$ cat src/rtl/dp_alu_pkg.sv
package dp_alu_pkg;

    typedef enum logic [3:0] {
        OP_AND = 4'd0,
        OP_EOR = 4'd1,
        OP_SUB = 4'd2,
        OP_RSB = 4'd3,
        OP_ADD = 4'd4,
        OP_ADC = 4'd5,
        OP_SBC = 4'd6,
        OP_RSC = 4'd7,
        OP_TST = 4'd8,
        OP_TEQ = 4'd9,
        OP_CMP = 4'd10,
        OP_CMN = 4'd11,
        OP_ORR = 4'd12,
        OP_MOV = 4'd13,
        OP_BIC = 4'd14,
        OP_MVN = 4'd15
    } alu_op_e;

    typedef struct packed {
        logic n;
        logic z;
        logic c;
        logic v;
    } flags_t;

    function automatic logic op_is_arith(input alu_op_e op);
        unique case (op)
            OP_SUB, OP_RSB, OP_ADD, OP_ADC,
            OP_SBC, OP_RSC, OP_CMP, OP_CMN: return 1'b1;
            default:                        return 1'b0;
        endcase
    endfunction

    function automatic logic op_writes(input alu_op_e op);
        unique case (op)
            OP_TST, OP_TEQ, OP_CMP, OP_CMN: return 1'b0;
            default:                        return 1'b1;
        endcase
    endfunction

endpackage

$ cat src/rtl/dp_alu_logic.sv
module dp_alu_logic
    import dp_alu_pkg::*;
#(
    parameter int DATA_W = 32
) (
    input  alu_op_e           op_i,
    input  logic [DATA_W-1:0] a_i,
    input  logic [DATA_W-1:0] b_i,
    output logic [DATA_W-1:0] res_o
);

    always_comb begin
        unique case (op_i)
            OP_AND, OP_TST: res_o = a_i & b_i;
            OP_EOR, OP_TEQ: res_o = a_i ^ b_i;
            OP_ORR:         res_o = a_i | b_i;
            OP_MOV:         res_o = b_i;
            OP_BIC:         res_o = a_i & ~b_i;
            OP_MVN:         res_o = ~b_i;
            default:        res_o = '0;
        endcase
    end

endmodule

$ cat src/rtl/dp_alu_arith.sv
module dp_alu_arith
    import dp_alu_pkg::*;
#(
    parameter int DATA_W = 32
) (
    input  alu_op_e           op_i,
    input  logic [DATA_W-1:0] a_i,
    input  logic [DATA_W-1:0] b_i,
    input  logic              carry_i,
    output logic [DATA_W-1:0] res_o,
    output logic              carry_o,
    output logic              ovf_o
);

    localparam int SUM_W = DATA_W + 1;

    logic [DATA_W-1:0] lhs;
    logic [DATA_W-1:0] rhs;
    logic              cin;
    logic [SUM_W-1:0]  sum;

    // Subtracts are done as lhs + ~rhs + cin, so carry out means "no borrow".
    always_comb begin
        unique case (op_i)
            OP_SUB, OP_CMP: begin lhs = a_i; rhs = ~b_i; cin = 1'b1;    end
            OP_RSB:         begin lhs = b_i; rhs = ~a_i; cin = 1'b1;    end
            OP_SBC:         begin lhs = a_i; rhs = ~b_i; cin = carry_i; end
            OP_RSC:         begin lhs = b_i; rhs = ~a_i; cin = carry_i; end
            OP_ADC:         begin lhs = a_i; rhs = b_i;  cin = carry_i; end
            default:        begin lhs = a_i; rhs = b_i;  cin = 1'b0;    end
        endcase
    end

    assign sum     = {1'b0, lhs} + {1'b0, rhs} + {{DATA_W{1'b0}}, cin};
    assign res_o   = sum[DATA_W-1:0];
    assign carry_o = sum[DATA_W];
    assign ovf_o   = (lhs[DATA_W-1] == rhs[DATA_W-1]) &&
                     (sum[DATA_W-1] != lhs[DATA_W-1]);

endmodule

$ cat src/rtl/dp_alu_flagreg.sv
module dp_alu_flagreg
    import dp_alu_pkg::*;
(
    input  logic   clk,
    input  logic   rst_n,
    input  logic   load_i,
    input  flags_t next_i,
    output flags_t q_o
);

    always_ff @(posedge clk or negedge rst_n) begin
        if (!rst_n) begin
            q_o <= '0;
        end else if (load_i) begin
            q_o <= next_i;
        end
    end

endmodule

$ cat src/rtl/dp_alu.sv
module dp_alu
    import dp_alu_pkg::*;
#(
    parameter int DATA_W = 32,
    parameter int CTRL_W = DATA_W - 4
) (
    input  logic              clk,
    input  logic              rst_n,
    input  logic [3:0]        op_i,
    input  logic [DATA_W-1:0] a_i,
    input  logic [DATA_W-1:0] b_i,
    input  logic              set_flags_i,
    input  logic              shift_carry_i,
    input  logic [CTRL_W-1:0] ctrl_i,
    output logic [DATA_W-1:0] result_o,
    output logic              wr_en_o,
    output logic [3:0]        flags_next_o,
    output logic [3:0]        flags_o,
    output logic [DATA_W-1:0] status_o
);

    alu_op_e           op;
    flags_t            cur;
    flags_t            calc;
    flags_t            nxt;
    logic [DATA_W-1:0] logic_res;
    logic [DATA_W-1:0] arith_res;
    logic              arith_c;
    logic              arith_v;
    logic              is_arith;

    assign op       = alu_op_e'(op_i);
    assign is_arith = op_is_arith(op);

    dp_alu_logic #(.DATA_W(DATA_W)) u_logic (
        .op_i  (op),
        .a_i   (a_i),
        .b_i   (b_i),
        .res_o (logic_res)
    );

    dp_alu_arith #(.DATA_W(DATA_W)) u_arith (
        .op_i    (op),
        .a_i     (a_i),
        .b_i     (b_i),
        .carry_i (cur.c),
        .res_o   (arith_res),
        .carry_o (arith_c),
        .ovf_o   (arith_v)
    );

    always_comb begin
        result_o = is_arith ? arith_res : logic_res;
        calc.n   = result_o[DATA_W-1];
        calc.z   = (result_o == '0);
        calc.c   = is_arith ? arith_c : shift_carry_i;
        calc.v   = is_arith ? arith_v : cur.v;
        nxt      = set_flags_i ? calc : cur;
    end

    dp_alu_flagreg u_flags (
        .clk    (clk),
        .rst_n  (rst_n),
        .load_i (set_flags_i),
        .next_i (nxt),
        .q_o    (cur)
    );

    assign wr_en_o      = op_writes(op);
    assign flags_next_o = nxt;
    assign flags_o      = cur;
    assign status_o     = {cur, ctrl_i};

endmodule

$ cat config.mk
export PLATFORM = sky130hd
export DESIGN_NAME = dp_alu
export DESIGN_NICKNAME = d
export VERILOG_FILES = /design/src/rtl/dp_alu_pkg.sv /design/src/rtl/dp_alu_logic.sv /design/src/rtl/dp_alu_arith.sv /design/src/rtl/dp_alu_flagreg.sv /design/src/rtl/dp_alu.sv
export SDC_FILE = /design/constraint.sdc
export NUM_CORES = 1
export LEC_CHECK = 0
export BUFFER_PORTS_ARGS = -buffer_cell sky130_fd_sc_hd__clkbuf_2
export CAP_MARGIN = 10
export CORE_UTILIZATION = 25
export CTS_CLUSTER_SIZE = 10
export DETAILED_ROUTE_END_ITERATION = 8
export GPL_TIMING_DRIVEN = 0
export PLACE_DENSITY = 0.41
export SYNTH_ARGS = -nofsm -noshare
export SYNTH_HDL_FRONTEND = slang
export SYNTH_SLANG_ARGS = --single-unit
$ cat constraint.sdc
create_clock -name clk -period 7.78 [get_ports clk]
set_input_delay 1.167 -clock clk [delete_from_list [all_inputs] [get_ports clk]]
set_output_delay 1.167 -clock clk [all_outputs]
set_load 0.02 [all_outputs]
**Word level (Yosys, flattened, before mapping)**

Memories as Yosys holds them, arrays and structs flattened.
Index checks and enable logic that the tools add are counted.

- Register bits after elaboration: 4
- Bits in read-only memories: 16
- Output and inout port bits: 73
- Logic and storage cells: 48
- Memories: 1

- $add $sub $neg: 2
- Equality and inequality tests: 16
- Muxes and demuxes: 9
- Bitwise gates (word level): 6
- Reduce and logical (&&, ||, !) cells: 10

Memory list:

| name | words | bits a word | rd ports | clocked after Yosys merged registers in | write ports | line | RTL |
|---|---|---|---|---|---|---|---|
| (no name shown) | 16 | 1 | 1 | 0 | 0 | dp_alu_pkg.sv:30 | `unique case (op)` |

Operators with widths:

| kind | number |
|---|---|
| 32-bit one-hot mux with 6 select lines | 1 |
| 32-bit AND | 2 |
| 32-bit 2-to-1 mux | 2 |
| 32-bit NOT | 2 |
| 32-bit one-hot mux with 2 select lines | 1 |
| 32-bit by 32-bit adder with 33-bit output | 1 |
| 33-bit by 1-bit adder with 33-bit output | 1 |
| 4-bit equality test (second input constant) | 8 |
| 32-bit zero test | 1 |
| 32-bit bitwise OR | 1 |
| 32-bit bitwise XOR | 1 |
| 4-bit by 3-bit equality test with 1-bit output (second input constant) | 3 |
| 3-bit OR reduction | 3 |
| 4-bit by 2-bit equality test with 1-bit output (second input constant) | 2 |
| 2-bit OR reduction | 3 |
| 4-bit by 1-bit equality test with 1-bit output (second input constant) | 1 |
| 4-bit zero test | 1 |
| 4-bit 2-to-1 mux | 1 |
| 4-bit OR reduction | 1 |
| 1-bit 2-to-1 mux | 3 |
| 1-bit one-hot mux with 2 select lines | 1 |
| 1-bit equality test | 1 |
| 1-bit logical AND | 1 |
| 1-bit != test | 1 |

**Longest topological paths before layout**

Gate-level depths: netlist (run 1).

- Depth in word-level cells: 9
- Depth in mapped cells: 23
- Mapped depth without buffers: 18

**Hierarchy**

A second synthesis (run 1) with hierarchy kept.

- Cells, all modules: 865
- Area, all modules: 6635.1 µm²

By module, submodules not included:

| module | instances | cells each | area each (µm²) | sequential area each (µm²) |
|---|---|---|---|---|
| dp_alu_arith | 1 | 458 | 3093.0 | 0.0 |
| dp_alu_logic | 1 | 294 | 2519.9 | 0.0 |
| dp_alu | 1 | 105 | 877.1 | 0.0 |
| dp_alu_flagreg | 1 | 8 | 145.1 | 100.1 |

**Worst setup path before layout (run 1)**

OpenSTA, ideal clock, no wires.

- Kind: input to output
- Start point: input port op_i[0]
- End point: output port flags_next_o[2]
- Data arrival time: 5944 ps
- Required time: 6613 ps
- Slack: 669 ps
- Cell stages on the path: 23
- Cells stage by stage: buf_2 -> inv_1 -> buf_2 -> buf_4 -> clkbuf_1 -> and3_1 -> o21bai_1 -> clkbuf_1 -> nor2_1 -> a211oi_1 -> fa_1 -> inv_1 -> fa_1 -> a21o_1 -> a311oi_1 -> nand4bb_1 -> a31oi_2 -> o2111ai_1 -> mux2i_1 -> o311ai_0 -> nor3_1 -> nand4_1 -> o21ai_0

- Longest elaborated chain between the ends: 8
- Elaborated cells on any way between the ends: 30

Ends and longest elaborated chain:

| element | line | RTL |
|---|---|---|
| start, declared | dp_alu.sv:9 | `input logic [3:0] op_i,` |
| 4-bit by 2-bit equality test with 1-bit output (tied with other cells) | dp_alu_arith.sv:24 | `unique case (op_i)` |
| 3-bit OR reduction (no source line) / 2-bit OR reduction (equally long branches) | n/a |  |
| 32-bit one-hot mux with 2 select lines / 32-bit 2-to-1 mux (equally long branches) | dp_alu_arith.sv:24 |  |
| 32-bit by 32-bit adder with 33-bit output | dp_alu_arith.sv:34 | `assign sum = {1'b0, lhs} + {1'b0, rhs} + {{DATA_W{1'b0}}, cin};` |
| 33-bit by 1-bit adder with 33-bit output | dp_alu_arith.sv:34 |  |
| 32-bit 2-to-1 mux (*) | dp_alu.sv:53 | `result_o = is_arith ? arith_res : logic_res;` |
| named net result_o[26] | dp_alu.sv:15 | `output logic [DATA_W-1:0] result_o,` |
| 32-bit zero test (*) | dp_alu.sv:55 | `calc.z = (result_o == '0);` |
| 4-bit 2-to-1 mux (*) | dp_alu.sv:58 | `nxt = set_flags_i ? calc : cur;` |
| end, declared | dp_alu.sv:17 | `output logic [3:0] flags_next_o,` |

The timed path passes the listed nets; every way through them passes the cells marked *.

**Worst setup path after layout (run 1)**

- Start point: input port op_i[3]
- End point: output port flags_next_o[2]

- Longest elaborated chain between the ends: 8
- Elaborated cells on any way between the ends: 30

Ends and longest elaborated chain:

| element | line |
|---|---|
| 4-bit by 2-bit equality test with 1-bit output (tied with other cells) | dp_alu_arith.sv:24 |
| 3-bit OR reduction (no source line) / 2-bit OR reduction (equally long branches) | n/a |
| 32-bit one-hot mux with 2 select lines / 32-bit 2-to-1 mux (equally long branches) | dp_alu_arith.sv:24 |
| 32-bit by 32-bit adder with 33-bit output | dp_alu_arith.sv:34 |
| 33-bit by 1-bit adder with 33-bit output | dp_alu_arith.sv:34 |
| 32-bit 2-to-1 mux (*) | dp_alu.sv:53 |
| 32-bit zero test (*) | dp_alu.sv:55 |
| 4-bit 2-to-1 mux (*) | dp_alu.sv:58 |

Every way passes the cells marked *; elsewhere a longest branch is shown, timed or not.

==> impl_metrics.yaml, run 1 <==
synth:
  synth.area.top_cells: "ha_1 13%, o21ai_0 12%, nand2_1 7.0%"
  synth_area_leader_cell: "ha_1"
  netlist_area_um2: 5870
  synth.most_common_cell: "o21ai_0"
  syn-num-nets: 1097
  ys_async_sr_fraction: 1.00
  synth_top_area_share: 0.134
  synthFlopType: "dfrtp_1"
  syn_inst: 932
  synth.top_cells.by_count: "136 x o21ai_0, 109 x nand2_1, 82 x inv_1, 68 x a21oi_1"
  yosysWarnings: 0
  synth-seq-cells: 4
  synth_edf_count: 0
  yosysUniqueCellTypes: 94
  yosysSeqAreaShare: 0.0170
  synth.avg_cell_area_um2: 6.30
clock_tree:
  clkTransAtPathRegs_ns: 0.03
  cts_hold_buf: 0
  cts-htree-levels: 1
  clk_latency_ns: 0.22
  numCtsBuffers: 3
  cts-root-buf: "clkbuf_16"
  clockBufferDepth: 2
  cts_tree: "done"
  clock-sinks: 4
global_route:
  grt_max_degree: 20
  antenna_found_initial: 0
  grt_pass1_vias: 6944
  grt_first_pass_wirelength_um: 43100
  grt_overflow: 0
  grt_usage: 0.236
setup_path:
  critical_path_class: "primary input to primary output"
  crit_chain: "clkbuf_2, clkbuf_4, or2_2, clkbuf_1, clkbuf_4, clkbuf_4, nor2_1, a21oi_1, fa_2, inv_1, fa_1, a21o_1, a31o_2, a311oi_4, buf_4, mux2i_1, o21ai_1, nor2_1, nand4_1, nor4_4, nand4_1, o21ai_0, clkbuf_2"
  cpMaxStageDelayCell: "fa_1"
  worst_path_largest_cell_delay_ns: 0.45
  cp_num_buf_inv: 8
  cp_top_family: "buffers and inverters"
  cp-start-kind: "primary input"
  cp_common_cell: "clkbuf_4"
  crit_arrival_ns: 6.35
  cp_max_fo: 10
  endpoint_kind: "primary output"
  worstPathRequired_ns: 6.61
finish:
  layout.nets: 1243
  top_regs: "u_flags.q_o x4"
  fillers: 2633
  fin_cells: 1389
  largest_reg_flops: 4
  drive_above_1_share: 0.238
  stdcell_area_um2: 7220
  multi_input_comb_area_um2: 4990
  seq_area_um2: 100
  final_util: 0.316
  regMostFlops: "u_flags.q_o"
  diodes: 0
  syn2layout_area_growth_pct: 22.9
routing:
  post_drt_wl_per_cell_um: 21.0
  viasPerCell: 5.47
  wl_um: 29200
  drc_errors: 0
  ant_nets: 0
  num_vias: 7597
  dr.pass1.iters: 5
  drt_iter0_markers: 556
sta:
  fmax_mhz: 133
  slew_headroom: 0.306
  grt_setup_unrepaired: "no"
  clock_skew_ns: 0.000739
  final.min_clock_period_ns: 7.51
  post-route-period-util: 0.966
  finalSetupViolCount: 0
  maxSlewViolCount: 0
  fin_ws_ns: 0.267
  worstMarginPinSlew_ns: 1.04
  final-hold-violation-count: 0
placed_design:
  placed_cell_area_um2: 6990
  dp.cells: 1388
  dp_slack_ns: -2.09
  place_hpwl_um: 23000
  gp_congestion: 0.906
  io_buffers: 142
run_status:
  status: "finished, final reports clean"
run:
  max_cap_viol_count: 0
power:
  irDropWorstVdd_mv: 0.0796
  power_leakage_nw: 3.38
  cellPowerDensity_nw_per_um2: 124
die:
  core_area_um2: 22800
  start_util: 0.257
  die-area_um2: 24100
  io_pins: 173
  die_h_um: 155
  rows: 55
  die_w_um: 155
worst_hold_path:
  worstHoldPathType: "flop to flop"
-- metrics by stage --
stage / total power [mW] / hold slack [ns] / TNS (ns)
after floorplan: 0.537 / 0.572 / 0
after global placement: 0.784 / 0.526 / -10.89
after detailed placement: 0.783 / 0.527 / -10.32
after CTS: 0.876 / 0.533 / 0
after global routing: 0.963 / 0.575 / 0
final: 0.891 / 0.528 / 0
-- repair_timing --
item	in CTS	in global routing
resized for setup	26	19
setup buffers	1	3
endpoints found under the setup margin	21	1
pin swaps	4	5
-- layout by cell type, fill, tap and decap left out, drive strengths merged, types with 7 or more instances in the layout --
master   instances
o22ai            8
xor2             8
a21oi           70
nor3            17
nand2          110
mux2i           11
nor2b           12
inv             82
o221ai          11
or3              7
a22oi            9
ha              63
a211oi          24
o21ai          140
nor2            63
o31ai           13
nand4            8
and3             7
a21o            16
clkbuf         182
a31oi           13
a222oi           8
o2111ai          7
nand3           16
buf             59
-- worst paths after layout --
check | to | slack, ns | startpoint | depth (start not counted)
setup / recovery | flags_next_o[2] | 0.27 | op_i[3] | 23
setup reg to reg | u_flags.q_o[2]$_DFFE_PN0P_ | 3.25 | u_flags.q_o[1]$_DFFE_PN0P_ | 18
max in group asynchronous | u_flags.q_o[0]$_DFFE_PN0P_ | 6.91 | rst_n | 1
hold / removal | u_flags.q_o[0]$_DFFE_PN0P_ | 0.53 | u_flags.q_o[0]$_DFFE_PN0P_ | 2
min in group asynchronous | u_flags.q_o[3]$_DFFE_PN0P_ | 0.75 | rst_n | 1
hold reg to reg | u_flags.q_o[0]$_DFFE_PN0P_ | 0.53 | u_flags.q_o[0]$_DFFE_PN0P_ | 2
-- report_power, final --
part           leakage, nW  switching (mW)  internal (mW)  total (mW)
Sequential          0.0504         0.00229         0.0242      0.0265
Clock               0.0370          0.0145         0.0657      0.0802
Combinational         3.30           0.499          0.286       0.785
Total                 3.38           0.516          0.375       0.891
-- area by class of cell --
cell class / instances / area share
multi-input cells: 749 / 0.691
repair buffers: 147 / 0.105
plain buffers: 91 / 0.0830
well taps: 313 / 0.0543
inverters: 82 / 0.0426
flip-flops and latches: 4 / 0.0139
clock buffers: 3 / 0.0104
-- logic make-up (layout without fill, tap and decap cells) --
group,after synthesis,in the layout,synth area share
multiplexers,13,13,0.0226
XOR/XNOR,14,14,0.0209
AO/OA/AOI/OAI,374,374,0.417
flip-flops,4,4,0.0170
adder cells (fa/ha/maj),65,65,0.141
AND/OR/NAND/NOR,283,283,0.232
buffers and inverters,179,323,0.149
-- tightest hold or removal path: cells and delay by family, from the launching register on --
family           cells  cell delay (ns)
flip-flops           1             0.36
AND/OR/NAND/NOR      1             0.07
AO/OA/AOI/OAI        1             0.06
-- metal layers --
| layer | wire length, um | vias to the layer above | GRT usage |
|---|---|---|---|
| met2 | 13300 | 292 | 0.397 |
| met4 | 739 | 0 | 0.0649 |
| met3 | 1610 | 51 | 0.0162 |
| met5 | 0 | - | 0 |
| met1 | 13600 | 3566 | 0.323 |
| li1 | - | 3688 | - |
(Power assumes the default switching activity.)
==> inputs of run 2 (changes only) <==
PLACE_DENSITY = default   (was 0.41)
SETUP_SLACK_MARGIN = 0.5   (was default)
==> impl_metrics.yaml, run 2 (same netlist as run 1, synthesis figures left out) <==
clock_tree:
  clock-sinks: 4
  cts_tree: "done"
  numCtsBuffers: 3
  clk_latency_ns: 0.22
  cts_hold_buf: 0
  clockBufferDepth: 2
  cts-root-buf: "clkbuf_16"
  clkTransAtPathRegs_ns: 0.03
  cts-htree-levels: 1
finish:
  seq_area_um2: 100
  drive_above_1_share: 0.275
  regMostFlops: "u_flags.q_o"
  stdcell_area_um2: 7570
  layout.nets: 1266
  multi_input_comb_area_um2: 5090
  top_regs: "u_flags.q_o x4"
  layout_commonest_cell: "clkbuf_2"
  final_cell_mix: "150 x clkbuf_2, 133 x o21ai_0, 109 x nand2_1"
  largest_reg_flops: 4
  syn2layout_area_growth_pct: 28.8
  fillers: 2539
setup_path:
  crit_arrival_ns: 5.92
  critical_path_class: "primary input to primary output"
  cpMaxStageDelayCell: "nor4_4"
  worstPathRequired_ns: 6.61
  cp_top_family: "simple AND/OR/NAND/NOR gates"
  cp_common_cell: "buf_12"
  cp_num_buf_inv: 8
  worst_path_largest_cell_delay_ns: 0.44
  endpoint_kind: "primary output"
  crit_chain: "clkbuf_2, buf_6, buf_12, buf_12, buf_12, and3_4, clkbuf_2, a211oi_2, fa_2, inv_1, fa_2, a21o_1, a311oi_2, or4b_4, a31oi_1, or3_4, nor4_4, nand4_1, nor4_4, nand4_1, o21ai_1, buf_4"
  cp_max_fo: 10
  cp-start-kind: "primary input"
sta:
  final.min_clock_period_ns: 7.09
  finalSetupViolCount: 0
  fmax_mhz: 141
  fin_setup_tns_ns: 0
  fin_ws_ns: 0.694
  slew_headroom: 0.357
  final-hold-violation-count: 0
  post-route-period-util: 0.911
  maxSlewViolCount: 0
  clock_skew_ns: 0.00132
  grt_setup_unrepaired: "no"
  worstMarginPinSlew_ns: 0.955
routing:
  wl_um: 27800
  met2_length_um: 12500
  drt_iter0_markers: 920
  num_vias: 8040
  post_drt_wl_per_cell_um: 19.7
  ant_nets: 0
  drc_errors: 0
  dr.max_layer_used: "met4"
  met1_length_um: 11300
  dr_wl_met3_um: 2990
  viasPerCell: 5.69
  dr.pass1.iters: 6
die:
  io_pins: 173
  die_w_um: 155
  core_area_um2: 22800
  die-area_um2: 24100
  die_h_um: 155
  rows: 55
  start_util: 0.257
global_route:
  grt_pass1_vias: 7189
  grt_max_degree: 11
  grt_first_pass_wirelength_um: 40900
  grt_overflow: 0
  grt_usage: 0.220
  antenna_found_initial: 1
power:
  power_leakage_nw: 3.56
  power.share.sequential: 0.028
  power.total_mw: 0.932
  p_int_mw: 0.402
  combPwrFrac: 0.885
  irDropWorstVdd_mv: 0.0742
  cellPowerDensity_nw_per_um2: 123
  p_clk_frac: 0.086
  switchingPower_mw: 0.530
  switching_share: 0.568
placed_design:
  io_buffers: 142
  placed_cell_area_um2: 6990
  dp_slack_ns: -1.85
  place_hpwl_um: 21300
  gp_congestion: 0.936
worst_hold_path:
  worstHoldPathType: "flop to flop"
run_status:
  status: "finished, final reports clean"
run:
  max_cap_viol_count: 0
## run 2: cell types whose count changed in the layout (fill, tap and decap cells not counted), sizes merged
cell | previous run | this run
buf | 59 | 83
clkbuf | 182 | 181
diode | 0 | 1
## run 2: final timing paths
| check | start | cells past startpoint | endpoint | slack [ns] |
|---|---|---|---|---|
| setup / recovery | op_i[1] | 22 | flags_next_o[2] | 0.69 |
| hold / removal | u_flags.q_o[0]$_DFFE_PN0P_ | 2 | u_flags.q_o[0]$_DFFE_PN0P_ | 0.54 |
| setup reg to reg | u_flags.q_o[1]$_DFFE_PN0P_ | 17 | u_flags.q_o[2]$_DFFE_PN0P_ | 3.46 |
| hold reg to reg | u_flags.q_o[0]$_DFFE_PN0P_ | 2 | u_flags.q_o[0]$_DFFE_PN0P_ | 0.54 |
| max in group asynchronous | rst_n | 1 | u_flags.q_o[2]$_DFFE_PN0P_ | 6.91 |
| min in group asynchronous | rst_n | 1 | u_flags.q_o[0]$_DFFE_PN0P_ | 0.74 |
## run 2: repair_timing
item                       CTS  global route
buffers inserted             8            13
setup endpoints to repair   27             2
resized for setup           64            48
pin swaps                   12            14
## run 2: per-layer routing
layer,vias to the layer above,track usage
met2,510,0.352
met4,0,0.0971
met3,90,0.0426
met1,3694,0.284
met5,-,0
li1,3746,-
## run 2: area by class of cell
cell class,instances,area share
clock buffers,3,0.00992
diodes,1,0.000331
flip-flops and latches,4,0.0132
multi-input cells,749,0.673
plain buffers,97,0.0944
inverters,82,0.0407
well taps,313,0.0518
repair buffers,164,0.117
## run 2: through the flow
step / cells / hold WS (ns) / utilization
floorplan: 932 / 0.572 / -
global placement: 1387 / 0.515 / 0.305
detailed placement: 1388 / 0.542 / 0.306
CTS: 1399 / 0.548 / 0.321
global route: 1412 / 0.583 / 0.331
finish: 1413 / 0.536 / 0.331
## run 2: worst reg2reg max path: cells and delay by family, from the launching register on
| kind | cells | cell delay [ns] |
|---|---|---|
| AO/OA/AOI/OAI | 6 | 1.18 |
| adder cells (fa/ha/maj) | 2 | 0.62 |
| buffers and inverters | 2 | 0.20 |
| flip-flops | 1 | 0.38 |
| AND/OR/NAND/NOR | 7 | 1.86 |
## run 2: power groups by stage
stage	registers [mW]	logic [mW]	clock network, mW
after floorplan	0.0295	0.508	0
after detailed placement	0.0269	0.744	0
final	0.0265	0.825	0.0804
after global routing	0.0269	0.890	0.0831
after global placement	0.0266	0.735	0
after CTS	0.0267	0.775	0.0821
